### src/rtl/tally_pkg.sv
package tally_pkg;
    typedef enum logic {
        OUT_COMB = 1'b0,
        OUT_REG  = 1'b1
    } out_mode_e;
endpackage

### src/rtl/tally_stage.sv
// One steering stage: widens the one-hot word by one line.
module tally_stage #(
    parameter int W_IN = 1
) (
    input  logic [W_IN-1:0] lines_in,
    input  logic            step,
    output logic [W_IN:0]   lines_out
);
    always_comb begin
        if (step) begin
            // diagonal path: every line moves up, lowest line forced low
            lines_out = {lines_in, 1'b0};
        end else begin
            // straight path: top line has no source and is forced low
            lines_out = {1'b0, lines_in};
        end
    end
endmodule

### src/rtl/tally_chain.sv
module tally_chain #(
    parameter int N_BITS = 8
) (
    input  logic [N_BITS-1:0] bits_in,
    output logic [N_BITS:0]   tally_out
);
    localparam int LINES = N_BITS + 1;

    logic [LINES-1:0] lane [0:N_BITS];

    assign lane[0] = {{(LINES-1){1'b0}}, 1'b1};

    for (genvar k = 0; k < N_BITS; k++) begin : g_stage
        logic [k+1:0] stage_out;

        tally_stage #(.W_IN(k+1)) u_stage (
            .lines_in  (lane[k][k:0]),
            .step      (bits_in[k]),
            .lines_out (stage_out)
        );

        if (k + 2 < LINES) begin : g_pad
            assign lane[k+1] = {{(LINES-k-2){1'b0}}, stage_out};
        end else begin : g_full
            assign lane[k+1] = stage_out;
        end
    end

    assign tally_out = lane[N_BITS];
endmodule

### src/rtl/onehot_tally.sv
module onehot_tally
    import tally_pkg::*;
#(
    parameter int        N_BITS = 8,
    parameter out_mode_e MODE   = OUT_REG
) (
    input  logic              clk,
    input  logic              rst,
    input  logic [N_BITS-1:0] bits_in,
    output logic [N_BITS:0]   tally_oh
);
    localparam int LINES = N_BITS + 1;
    localparam logic [LINES-1:0] ZERO_LINE = LINES'(1);

    logic [LINES-1:0] chain_q;

    tally_chain #(.N_BITS(N_BITS)) u_chain (
        .bits_in   (bits_in),
        .tally_out (chain_q)
    );

    if (MODE == OUT_REG) begin : g_reg
        logic [LINES-1:0] out_r;

        always_ff @(posedge clk) begin
            if (rst) begin
                out_r <= ZERO_LINE;
            end else begin
                out_r <= chain_q;
            end
        end

        assign tally_oh = out_r;
    end else begin : g_comb
        logic unused_clk;
        assign unused_clk = clk ^ rst;
        assign tally_oh   = chain_q;
    end
endmodule

### config.mk
export PLATFORM = sky130hd
export DESIGN_NAME = onehot_tally
export DESIGN_NICKNAME = d
export VERILOG_FILES = /design/src/rtl/tally_pkg.sv /design/src/rtl/tally_stage.sv /design/src/rtl/tally_chain.sv /design/src/rtl/onehot_tally.sv
export SDC_FILE = /design/constraint.sdc
export NUM_CORES = 1
export LEC_CHECK = 0
export CAP_MARGIN = 10
export CORE_AREA = 4 4 45 47
export DETAILED_ROUTE_END_ITERATION = 7
export DIE_AREA = 0 0 49 51
export PLACE_DENSITY = 0.81
export SYNTH_ARGS = -nofsm -noshare
export SYNTH_HDL_FRONTEND = slang
export SYNTH_HIERARCHICAL = 1
export SYNTH_SLANG_ARGS = --single-unit
### constraint.sdc
create_clock -name clk -period 4.75 [get_ports clk]
set_input_delay 1.1875 -clock clk [delete_from_list [all_inputs] [get_ports clk]]
set_output_delay 1.1875 -clock clk [all_outputs]
set_load 0.02 [all_outputs]
* After elaboration in Yosys (flattened, before gate mapping)
Index checks and enable logic that the tools add are counted.
** Word-level totals
- Register bits after elaboration :: 9
- Logic and storage cells :: 12
- Input port bits :: 10
- Output and inout bits :: 9
** Cells by class
- Bitwise logic cells :: 1
- Mux-type cells :: 8
- Reductions and logical operators :: 1
** Operators with widths (count)
- 8-bit two-way mux :: 2
- 7-bit two-way mux :: 1
- 6-bit two-way mux :: 1
- 5-bit two-way mux :: 1
- 4-bit two-way mux :: 1
- 3-bit two-way mux :: 1
- 2-bit two-way mux :: 1
- 2-bit OR reduction :: 1
- 1-bit inverter :: 1

* Longest topological paths before layout
Gate-level depths: netlist (run 1).
- Word-level depth :: 8
- Mapped depth :: 9
- Mapped depth without buffers :: 9

* Hierarchy
The synthesis (run 1) kept the hierarchy.
** Modules (own cells, without submodules)
- onehot_tally :: sequential area each 180.2 um2, area each 236.5 um2, cells an instance 18, times used 1
- tally_stage (u_chain.g_stage[7].u_stage) :: sequential area each 0.0 um2, area each 132.6 um2, cells an instance 10, times used 1
- tally_stage (u_chain.g_stage[6].u_stage) :: sequential area each 0.0 um2, area each 117.6 um2, cells an instance 9, times used 1
- tally_stage (u_chain.g_stage[5].u_stage) :: sequential area each 0.0 um2, area each 102.6 um2, cells an instance 8, times used 1
- tally_stage (u_chain.g_stage[4].u_stage) :: sequential area each 0.0 um2, area each 61.3 um2, cells an instance 6, times used 1
- tally_stage (u_chain.g_stage[3].u_stage) :: sequential area each 0.0 um2, area each 50.0 um2, cells an instance 5, times used 1
- tally_stage (u_chain.g_stage[2].u_stage) :: sequential area each 0.0 um2, area each 38.8 um2, cells an instance 4, times used 1
- tally_stage (u_chain.g_stage[1].u_stage) :: sequential area each 0.0 um2, area each 31.3 um2, cells an instance 3, times used 1
- tally_stage (u_chain.g_stage[0].u_stage) :: sequential area each 0.0 um2, area each 16.3 um2, cells an instance 2, times used 1
- tally_chain :: sequential area each 0.0 um2, area each 3.8 um2, cells an instance 1, times used 1

* Least setup slack after synthesis (run 1)
Ideal clock, no wire load.
- Path kind :: input to register
- From :: input bits_in[0]
- To :: register g_reg.out_r[4] (netlist: tally_oh[4])
- Buffers on the path :: 0
- Data required time :: 4636 ps
- Setup time :: 114 ps
- Arrival time :: 3333 ps
- Stages on the path :: 9
- Setup slack :: 1303 ps
- Cell sequence :: and2b_2 mux2_4 mux2_2 mux2_2 mux2_2 mux2_4 mux2_4 mux2_4 nor2b_1
** On the way
- Cells in the longest elaborated chain, start to end :: 8
** RTL lines
- start: declaration :: RTL line onehot_tally.sv:9 : input logic [N_BITS-1:0] bits_in,
- 2-bit two-way mux :: RTL line tally_stage.sv:10 : if (step) begin
- 3-bit two-way mux :: RTL line tally_stage.sv:10
- named net u_chain.g_stage[1].stage_out[1] :: RTL line tally_chain.sv:14 : logic [k+1:0] stage_out;
- 4-bit two-way mux :: RTL line tally_stage.sv:10
- named net u_chain.g_stage[2].stage_out[2] :: RTL line tally_chain.sv:14
- 5-bit two-way mux :: RTL line tally_stage.sv:10
- named net u_chain.g_stage[3].stage_out[3] :: RTL line tally_chain.sv:14
- 6-bit two-way mux :: RTL line tally_stage.sv:10
- named net u_chain.g_stage[4].stage_out[4] :: RTL line tally_chain.sv:14
- 7-bit two-way mux :: RTL line tally_stage.sv:10
- named net u_chain.g_stage[5].stage_out[4] :: RTL line tally_chain.sv:14
- 8-bit two-way mux :: RTL line tally_stage.sv:10
- named net u_chain.g_stage[6].stage_out[4] :: RTL line tally_chain.sv:14
- 8-bit two-way mux :: RTL line tally_stage.sv:10
- named net chain_q[4] :: RTL line onehot_tally.sv:15 : logic [LINES-1:0] chain_q;
- end signal: assignment :: RTL line onehot_tally.sv:29 : out_r <= chain_q;
- end: declaration :: RTL line onehot_tally.sv:23 : logic [LINES-1:0] out_r;
The timed path passes the listed nets, and every way through them passes these cells.
A chain may end at the register's enable or synchronous reset.

* Final worst setup path (run 1)
- From :: input bits_in[0]
- To :: register g_reg.out_r[3] (netlist: tally_oh[3])
** On the way
- Cells in the longest elaborated chain, start to end :: 8
** RTL lines (RTL line)
- 2-bit two-way mux :: tally_stage.sv:10
- named net u_chain.g_stage[0].stage_out[0] :: tally_chain.sv:14
- 3-bit two-way mux :: tally_stage.sv:10
- named net u_chain.g_stage[1].stage_out[1] :: tally_chain.sv:14
- 4-bit two-way mux :: tally_stage.sv:10
- named net u_chain.g_stage[2].stage_out[1] :: tally_chain.sv:14
- 5-bit two-way mux :: tally_stage.sv:10
- named net u_chain.g_stage[3].stage_out[2] :: tally_chain.sv:14
- 6-bit two-way mux :: tally_stage.sv:10
- named net u_chain.g_stage[4].stage_out[3] :: tally_chain.sv:14
- 7-bit two-way mux :: tally_stage.sv:10
- named net u_chain.g_stage[5].stage_out[3] :: tally_chain.sv:14
- 8-bit two-way mux :: tally_stage.sv:10
- named net u_chain.g_stage[6].stage_out[3] :: tally_chain.sv:14
- 8-bit two-way mux :: tally_stage.sv:10
- named net chain_q[3] :: onehot_tally.sv:15
The timed path passes the listed nets, and every way through them passes these cells.

==> summary.md, run 1 <==
| Metric | Value |
|---|---|
| Pwr/cell area | 190.3 nW/um2 |
| Remaining global-route overflow | 0 |
| Vias | 503 |
| # rows | 15 |
| Met2 wire len | 577 um |
| TritonCTS buffer count | 3 |
| CP Buf/Inv Count | 1 |
| Synth top area share | 36.08% |
| Pwr Total | 188.1 uW |
| Antenna violations before repair | 0 |
| DRT iter0 DRCs | 0 |
| Crit path DAT | 3.89 ns |
| Final HPWL DP | 867.8 um |
| Avg Cell Area, Syn | 11.98 um2 |
| Post-route setup slack | 1.001 ns |
| Unrepaired setup endpoints after global routing | false |
| CTS tree | done |
| CTS Hold Bufs | 0 |
| Critical path cell sequence | clkdlybuf4s50_1 > and2b_2 > mux2_4 > mux2_2 > mux2_2 > mux2_2 > mux2_4 > mux2_4 > mux2_4 > nor2b_1 |
| Wirelength, routed | 955 um |
| Postcts setup bufs | 0 |
| Crit path launch type | input port |
| Routed Antenna Nets | 0 |
| Max reg flops | 9 |
| Clock slew at reported path FFs | 0.06 ns |
| Seq/Total Area, Yosys | 22.78% |
| Post-cts sizing count | 0 |
| Ant. Diodes | 0 |
| Worst Setup Slack post-DPL | 0.7241 ns |
| Mapped cell area | 790.8 um2 |
| Ys Warns | 6 |
| Final min period | 3.749 ns |
| Most Frequent Cell on Critical Path | mux2_4 |
| Initial Utilization | 47.88% |
| Crit. End Element | flop |
| Die width | 49 um |
| Cell variety after synth | 9 |
| Die area | 2499 um2 |
| Final net count | 97 |
| Worst Path Max Fanout | 2 |
| Gate Count Post-Synth | 66 |
| Crit share post-route | 78.92% |
| FMAX | 266.8 MHz |
| Post-synth top area cell | mux2_4 |
| Die height | 51 um |
| Lkg Pwr | 0.4548 nW |
| Metal3 WL | 87 um |
| Setup TNS | 0 ns |
| Status | finished, final reports clean |
| Drt first pass iters | 1 |
| I/O Buffers | 18 |
| Avg WL per Cell | 9.272 um |
| CP top delay family | multiplexers |
| Drc violations | 0 |
| Most area-consuming cells after synthesis | mux2_4 36%, dfxtp_1 23%, mux2_2 13% |
| Required @ worst endpoint | 4.89 ns |
| VDD IR-drop max | 0.06638 mV |
| Core area | 1652 um2 |
| Max incr delay on CP | 0.46 ns |
| Final hold vios | 0 |
| Gpl congestion | 0.6402 |
| Area Growth Syn to Fin | 25.00% |
| Slew Limit Fails | 0 |
| Clock buffer depth | 2 |
| Crit Path Category | in2reg |
| Final hold slack | 1.659 ns |
| Pin count of the biggest net entering global routing | 10 |
| Hold Path Class | in2reg |
| Max Cap Violations | 0 |
| Io pins | 19 |
| Root Buffer | clkbuf_4 |
| Sink Count | 9 |
| Max stage delay cell, worst path | clkdlybuf4s50_1 |
| Finish-stage setup viols | 0 |
| M1 WL | 290 um |
| Yosys reg bits | 9 |
| Via/cell ratio | 4.883 |
| Top sig layer | met3 |
| GR Util All Layers | 8.440% |
| Vias in the first global route | 468 |
| First-pass GRT wire length | 1.656 mm |
| H-tree levels | 1 |
| Layout cells sized above 1 | 54.65% |
-- power breakdown --
part	total, mW	switching (mW)	leakage [nW]	internal (mW)
Sequential	0.0786	0.000590	0.0732	0.0781
Clock	0.0554	0.0233	0.0150	0.0321
Combinational	0.0541	0.0189	0.367	0.0351
-- logic make-up (layout without fill, tap and decap cells) --
kind of cell           Yosys count  after routing  share of synthesized area, %
other                            1              2                        0.4742
muxes                           28             28                         48.89
DFF                              9              9                         22.78
buffers and inverters            3             22                         4.272
and+or+nand+nor                 25             25                         23.58
-- area by class of cell --
class,count,area (um2)
Multi-Input combinational cell,55,580.6
Timing Repair Buffer,18,180.2
Tap cell,17,21.27
Fill cell,146,663.1
Clock buffer,4,26.28
Sequential cell,9,180.2
-- metrics by stage --
step | utilization [%] | instances | cell area, um2
after floorplan | - | 67 | 794.5
after global placement | 58.26 | 99 | 962.2
after detailed placement | 58.26 | 99 | 962.2
after CTS | 59.85 | 103 | 988.4
after global routing | 59.85 | 103 | 988.4
final | 59.85 | 103 | 988.4
-- metal layers --
layer | up-vias | GRT usage (%)
met1 | 224 | 5.996
li1 | 262 | -
met5 | - | 0
met3 | 0 | 1.749
met2 | 17 | 18.04
met4 | 0 | 6.726
-- Yosys cell counts --
library cell	count
nor2b_1	8
mux2_4	19
mux2_2	9
dfxtp_1	9
and2_2	8
buf_6	3
conb_1	1
and2b_2	8
or2_1	1
-- final timing paths --
check                          to  cells past startpoint       start
worst max-delay path  tally_oh[3]                     10  bits_in[0]
worst min-delay path  tally_oh[1]                      2         rst
-- cells in the final DEF, fill, tap and decap left out --
cell type / Yosys / layout
and2_2: 8 / 8
nor2b_1: 8 / 8
or2_1: 1 / 1
dfxtp_1: 9 / 9
clkbuf_1: 0 / 1
and2b_2: 8 / 8
clkbuf_4: 0 / 3
mux2_2: 9 / 9
clkdlybuf4s50_1: 0 / 18
mux2_4: 19 / 19
conb_1: 1 / 2
(Power assumes the default switching activity.)
==> inputs of run 2 (changes only) <==
--- a/config.mk
+++ b/config.mk
@@ -6,10 +6,10 @@
 export NUM_CORES = 1
 export LEC_CHECK = 0
 export CAP_MARGIN = 10
-export CORE_AREA = 4 4 45 47
+export CORE_AREA = 4 4 48 50
 export DETAILED_ROUTE_END_ITERATION = 7
-export DIE_AREA = 0 0 49 51
-export PLACE_DENSITY = 0.81
+export DIE_AREA = 0 0 52 54
+export PLACE_DENSITY = 0.75
 export SYNTH_ARGS = -nofsm -noshare
 export SYNTH_HDL_FRONTEND = slang
 export SYNTH_HIERARCHICAL = 1
==> constraint.sdc (replaced) <==
create_clock -name clk -period 3.2 [get_ports clk]
set_input_delay 0.8 -clock clk [delete_from_list [all_inputs] [get_ports clk]]
set_output_delay 0.8 -clock clk [all_outputs]
set_load 0.02 [all_outputs]
==> run 2 against run 1 <==
Against the previous run:
- via count decreased by 3.0%
- hold slack got worse by 0.38 ns
- first-iteration DRC count unchanged
- setup slack got worse by 0.92 ns
- non-clock buffer count unchanged
- cell area increased by 4.1%
- routed wire length increased by 1.8%
- count of clock-buffer cells in the layout unchanged
- critical path type unchanged
- core utilization decreased by 5.8 points
- die area increased by 12%
- critical path depth unchanged
==> summary.md, run 2 (synthesis results as in run 1) <==
| Metric | Value |
|---|---|
| Status | finished, final reports clean |
| Slew Limit Fails | 0 (unchanged) |
| Final hold vios | 0 (unchanged) |
| Crit path launch type | input port |
| Crit. End Element | flop |
| Final hold slack | 1.278 ns (-0.3811 ns) |
| Drt first pass iters | 1 (unchanged) |
| CP Buf/Inv Count | 1 (unchanged) |
| Wirelength, routed | 972 um (+1.8%) |
| Max stage delay cell, worst path | mux2_4 |
| Pin count of the biggest net entering global routing | 10 (unchanged) |
| TritonCTS buffer count | 3 (unchanged) |
| Pwr Total | 281.8 uW (+50%) |
| Non-Filler Instances | 113 (+9.7%) |
| Routed Antenna Nets | 0 (unchanged) |
| Vias in the first global route | 435 (-7.1%) |
| Root Buffer | clkbuf_4 |
| Clock slew at reported path FFs | 0.05 ns (about the same) |
| Ant. Diodes | 0 (unchanged) |
| Core area | 1902 um2 (+15%) |
| Most Frequent Cell on Critical Path | mux2_4 |
| Fin util | 54.08% (-5.8 points) |
| Lkg Pwr | 0.4807 nW (+5.7%) |
| FMAX | 320.7 MHz |
| Worst Path Max Fanout | 2 (unchanged) |
| Crit share post-route | 97.45% |
| Max Cap Violations | 0 (unchanged) |
| Sink Count | 9 (unchanged) |
| H-tree levels | 1 (unchanged) |
| Drc violations | 0 (unchanged) |
| Final min period | 3.118 ns |
| Layout cells sized above 1 | 54.65% (unchanged) |
| Max incr delay on CP | 0.28 ns (-0.18 ns) |
| Crit path DAT | 3.25 ns (-0.64 ns) |
| Commonest non-fill, non-tap cell in the layout | mux2_4 |
| Area Growth Syn to Fin | 30.06% |
| Vias | 488 (-3.0%) |
| CP top delay family | multiplexers |
| Required @ worst endpoint | 3.33 ns (-1.56 ns) |
| CTS Hold Bufs | 0 (unchanged) |
| Unrepaired setup endpoints after global routing | false |
| Critical path cell sequence | dlygate4sd2_1 > and2_2 > mux2_4 > mux2_4 > mux2_4 > mux2_4 > mux2_4 > mux2_4 > mux2_4 > nor2b_1 |
| Postcts setup bufs | 0 (unchanged) |
| Pwr/cell area | 274.0 nW/um2 (+44%) |
| DRT iter0 DRCs | 0 (unchanged) |
| Via/cell ratio | 4.319 (-12%) |
| Crit Path Category | in2reg |
| Max reg flops | 9 (unchanged) |
| Finish-stage setup viols | 0 (unchanged) |
| Setup TNS | 0 ns (unchanged) |
| Clock buffer depth | 2 (unchanged) |
| Placed inst area | 974.7 um2 (+1.3%) |
| Die area | 2808 um2 (+12%) |
| CTS tree | done |
| Fin area | 1028 um2 (+4.1%) |
| Antenna violations before repair | 0 (unchanged) |
| First-pass GRT wire length | 1.490 mm (-10%) |
| Most frequent cells in the layout | 27 x mux2_4, 16 x clkdlybuf4s50_1, 9 x dfxtp_1 |
| Final net count | 97 (unchanged) |
| Initial Utilization | 41.58% (-6.3 points) |
| Die width | 52 um (+6.1%) |
| # rows | 16 (+1) |
| Die height | 54 um (+5.9%) |
| GR Util All Layers | 7.010% (-1.4 points) |
| Io pins | 19 (unchanged) |
| Remaining global-route overflow | 0 (unchanged) |
| Final HPWL DP | 889.5 um (+2.5%) |
| Avg WL per Cell | 8.602 um (-7.2%) |
| Hold Path Class | in2reg |
| VDD IR-drop max | 0.1094 mV (+65%) |
| Post-route setup slack | 0.08153 ns (-0.9199 ns) |
| Worst Setup Slack post-DPL | -0.4301 ns (-1.154 ns) |
| I/O Buffers | 18 (unchanged) |
| Gpl congestion | 0.6577 (+2.7%) |
| Placed Cells | 109 (+10%) |
## run 2: area by class of cell
class                      count  area, um2
fill                         167      873.3
tap                           27      33.78
sequential                     9      180.2
clock buffer                   4      26.28
timing repair buffer          18      177.7
multi-input combinational     55      610.6
## run 2: power by group
part           internal [mW]  switching, mW
clock                 0.0476         0.0327
combinational         0.0555         0.0294
sequential             0.116       0.000812
total                  0.219         0.0628
## run 2: final timing paths
| kind | from | endpoint | slack (ns) | cells after the start |
|---|---|---|---|---|
| max | bits_in[0] | tally_oh[1] | 0.08 | 10 |
| min | rst | tally_oh[6] | 1.28 | 2 |
## run 2: routing by layer
metal | part of all wire [%] | up-vias | track usage (%)
li1 | - | 259 | -
met4 | 0 | 0 | 5.240
met3 | 7.6 | 0 | 0.8310
met5 | 0 | - | 0
met1 | 31 | 213 | 3.934
met2 | 61 | 16 | 17.15
## run 2: repair_timing
action | in CTS | in global routing
endpoints found under the setup margin | 7 | 0
resized for setup | 10 | 0
hold endpoints to repair | 0 | 0
==> inputs of run 3 (changes only) <==
--- a/config.mk
+++ b/config.mk
@@ -9,7 +9,8 @@
 export CORE_AREA = 4 4 48 50
 export DETAILED_ROUTE_END_ITERATION = 7
 export DIE_AREA = 0 0 52 54
-export PLACE_DENSITY = 0.75
+export PLACE_DENSITY = 0.83
+export REMOVE_ABC_BUFFERS = 1
 export SYNTH_ARGS = -nofsm -noshare
 export SYNTH_HDL_FRONTEND = slang
 export SYNTH_HIERARCHICAL = 1
==> run 3 against run 2 <==
Against the previous run:
- largest cell class unchanged
- sequential cell count stayed put
- maximum frequency rose by 0.20%
- setup slack improved by 0.0063 ns
- clock power increased by 4.1%
- first-iteration DRC count rose by 1
- highest routed layer is now met4
- combinational power rose by 2.5%
- total power grew 1.9%
- global-route usage rose by 2.1 points
- sequential power barely moved
- core utilization up 0.59 points
==> summary.md, run 3 (synthesis results as in run 1) <==
| Metric | Value |
|---|---|
| Flip-flop and latch area | 180.2 um2 (unchanged) |
| Status | finished, final reports clean |
| Commonest non-fill, non-tap cell in the layout | mux2_4 |
| Multi-input logic area | 621.8 um2 (+1.8%) |
| Finish-stage setup viols | 0 (unchanged) |
| Fin area | 1040 um2 (+1.1%) |
| Flop pwr share | 40.6% (-0.8 points) |
| Via/cell ratio | 4.602 (+6.6%) |
| Die width | 52 um (unchanged) |
| Final hold vios | 0 (unchanged) |
| Post-cts sizing count | 12 (+2) |
| Post-route setup slack | 0.08786 ns (+0.006329 ns) |
| Final hold slack | 1.305 ns (+0.02784 ns) |
| Most frequent cells in the layout | 28 x mux2_4, 16 x clkdlybuf4s50_1, 9 x dfxtp_1 |
| Met1 usage | 4.754% (+0.82 points) |
| DRT iter0 DRCs | 1 (+1) |
| TritonCTS buffer count | 3 (unchanged) |
| Worst Setup Slack post-DPL | -0.4344 ns (-0.004300 ns) |
| Die area | 2808 um2 (unchanged) |
| VDD IR-drop max | 0.1128 mV (+3.1%) |
| Hold endpoint | tally_oh[1] |
| Hold Crit Depth | 2 (unchanged) |
| Placed inst area | 974.7 um2 (unchanged) |
| Avg WL per Cell | 9.442 um (+9.8%) |
| CTS Hold Bufs | 0 (unchanged) |
| Crit share post-route | 97.25% (-0.20 points) |
| Area Growth Syn to Fin | 31.49% |
| Most Crowded Layer GR | met2 |
| Antenna violations before repair | 0 (unchanged) |
| Hold Path Class | in2reg |
| Worst Path Max Fanout | 2 (unchanged) |
| Crit. End Element | flop |
| Lkg Pwr | 0.4841 nW (+0.70%) |
| Vias in the first global route | 530 (+22%) |
| Comb power frac | 30.3% (+0.2 points) |
| Switching Fraction | 23.37% (+1.1 points) |
| Hold Startpoint | rst |
| Drt first pass iters | 2 (+1) |
| CTS tree | done |
| Ant. Diodes | 0 (unchanged) |
| Required @ worst endpoint | 3.34 ns (about the same) |
| Die height | 54 um (unchanged) |
| Clock slew at reported path FFs | 0.05 ns (about the same) |
| Gpl congestion | 0.7450 (+13%) |
| Pin count of the biggest net entering global routing | 10 (unchanged) |
| I/O Buffers | 18 (unchanged) |
| Max reg flops | 9 (unchanged) |
| Final min period | 3.112 ns (-0.006329 ns) |
| Io pins | 19 (unchanged) |
| Fin util | 54.67% (+0.59 points) |
| Non-Filler Instances | 113 (unchanged) |
| Postcts setup bufs | 0 (unchanged) |
| Clock buffer depth | 2 (unchanged) |
| Layout cells sized above 1 | 55.81% (+1.2 points) |
| GR Util All Layers | 9.096% (+2.1 points) |
| Wirelength, routed | 1.067 mm (+9.8%) |
| Psw | 67.13 uW (+6.8%) |
| FILL cells | 178 (+6.6%) |
| Unrepaired setup endpoints after global routing | false |
| Slew Limit Fails | 0 (unchanged) |
| Vias | 520 (+6.6%) |
| Part of the power in the clock network | 29.1% (+0.6 points) |
| Routed Antenna Nets | 0 (unchanged) |
| Drc violations | 0 (unchanged) |
| Crit path DAT | 3.25 ns (about the same) |
| Crit path launch type | input port |
| Remaining global-route overflow | 0 (unchanged) |
| Core area | 1902 um2 (unchanged) |
| Setup TNS | 0 ns (unchanged) |
| Crit Path Category | in2reg |
| Met3 global-route usage | 1.385% (+0.55 points) |
| Final net count | 97 (unchanged) |
| Int Pwr | 220.1 uW (+0.51%) |
| Pwr Total | 287.2 uW (+1.9%) |
| H-tree levels | 1 (unchanged) |
| Root Buffer | clkbuf_4 |
| Placed Cells | 109 (unchanged) |
| Max Cap Violations | 0 (unchanged) |
| Initial Utilization | 41.58% (unchanged) |
| FMAX | 321.3 MHz (+0.20%) |
| # rows | 16 (unchanged) |
| Sink Count | 9 (unchanged) |
| First-pass GRT wire length | 1.821 mm (+22%) |
| Pwr/cell area | 276.2 nW/um2 (+0.82%) |
| Met2 Use GR | 21.34% (+4.2 points) |
-- run 3: changes by cell type in the layout (fill, tap and decap cells not counted) --
cell and change:
mux2_2 -1, mux2_4 +1, nor2b_1 -1, nor2b_4 +1
-- run 3: critical path: stages --
cell and delay [ns]:
dlygate4sd2_1 0.23, and2_2 0.19, mux2_4 0.27, mux2_4 0.27, mux2_4 0.28, mux2_4 0.27
mux2_4 0.27, mux2_4 0.28, mux2_4 0.26, nor2b_1 0.12
-- run 3: power groups by stage --
stage          clock network [mW]  logic (mW)  registers (mW)
2_1_floorplan                   0      0.0450           0.124
3_3_place_gp                    0      0.0799           0.119
3_5_place_dp                    0      0.0819           0.119
4_1_cts                    0.0886      0.0880           0.117
5_1_grt                    0.0928      0.0936           0.117
6_report                   0.0836      0.0869           0.117
-- run 3: worst max-delay path by stage --
stage	end	slack [ns]	start
floorplan	tally_oh[4]	0.14	bits_in[0]
global placement	tally_oh[3]	-0.40	bits_in[0]
detailed placement	tally_oh[3]	-0.43	bits_in[0]
CTS	tally_oh[1]	0.10	bits_in[0]
global route	tally_oh[1]	0.03	bits_in[0]
finish	tally_oh[1]	0.09	bits_in[0]
-- run 3: routing by layer --
metal | vias to the layer above | wire length, um | part of all wire (%)
li1 | 262 | - | -
met1 | 234 | 291 | 27
met2 | 20 | 644 | 60
met3 | 4 | 94 | 8.8
met4 | 0 | 38 | 3.6
met5 | - | 0 | 0
-- run 3: cell type report --
| class | count | share of cell area [%] |
|---|---|---|
| clock buffer | 4 | 2.527 |
| multi-input combinational | 55 | 59.81 |
| tap | 27 | 3.249 |
| timing repair buffer | 18 | 17.09 |
| sequential | 9 | 17.33 |
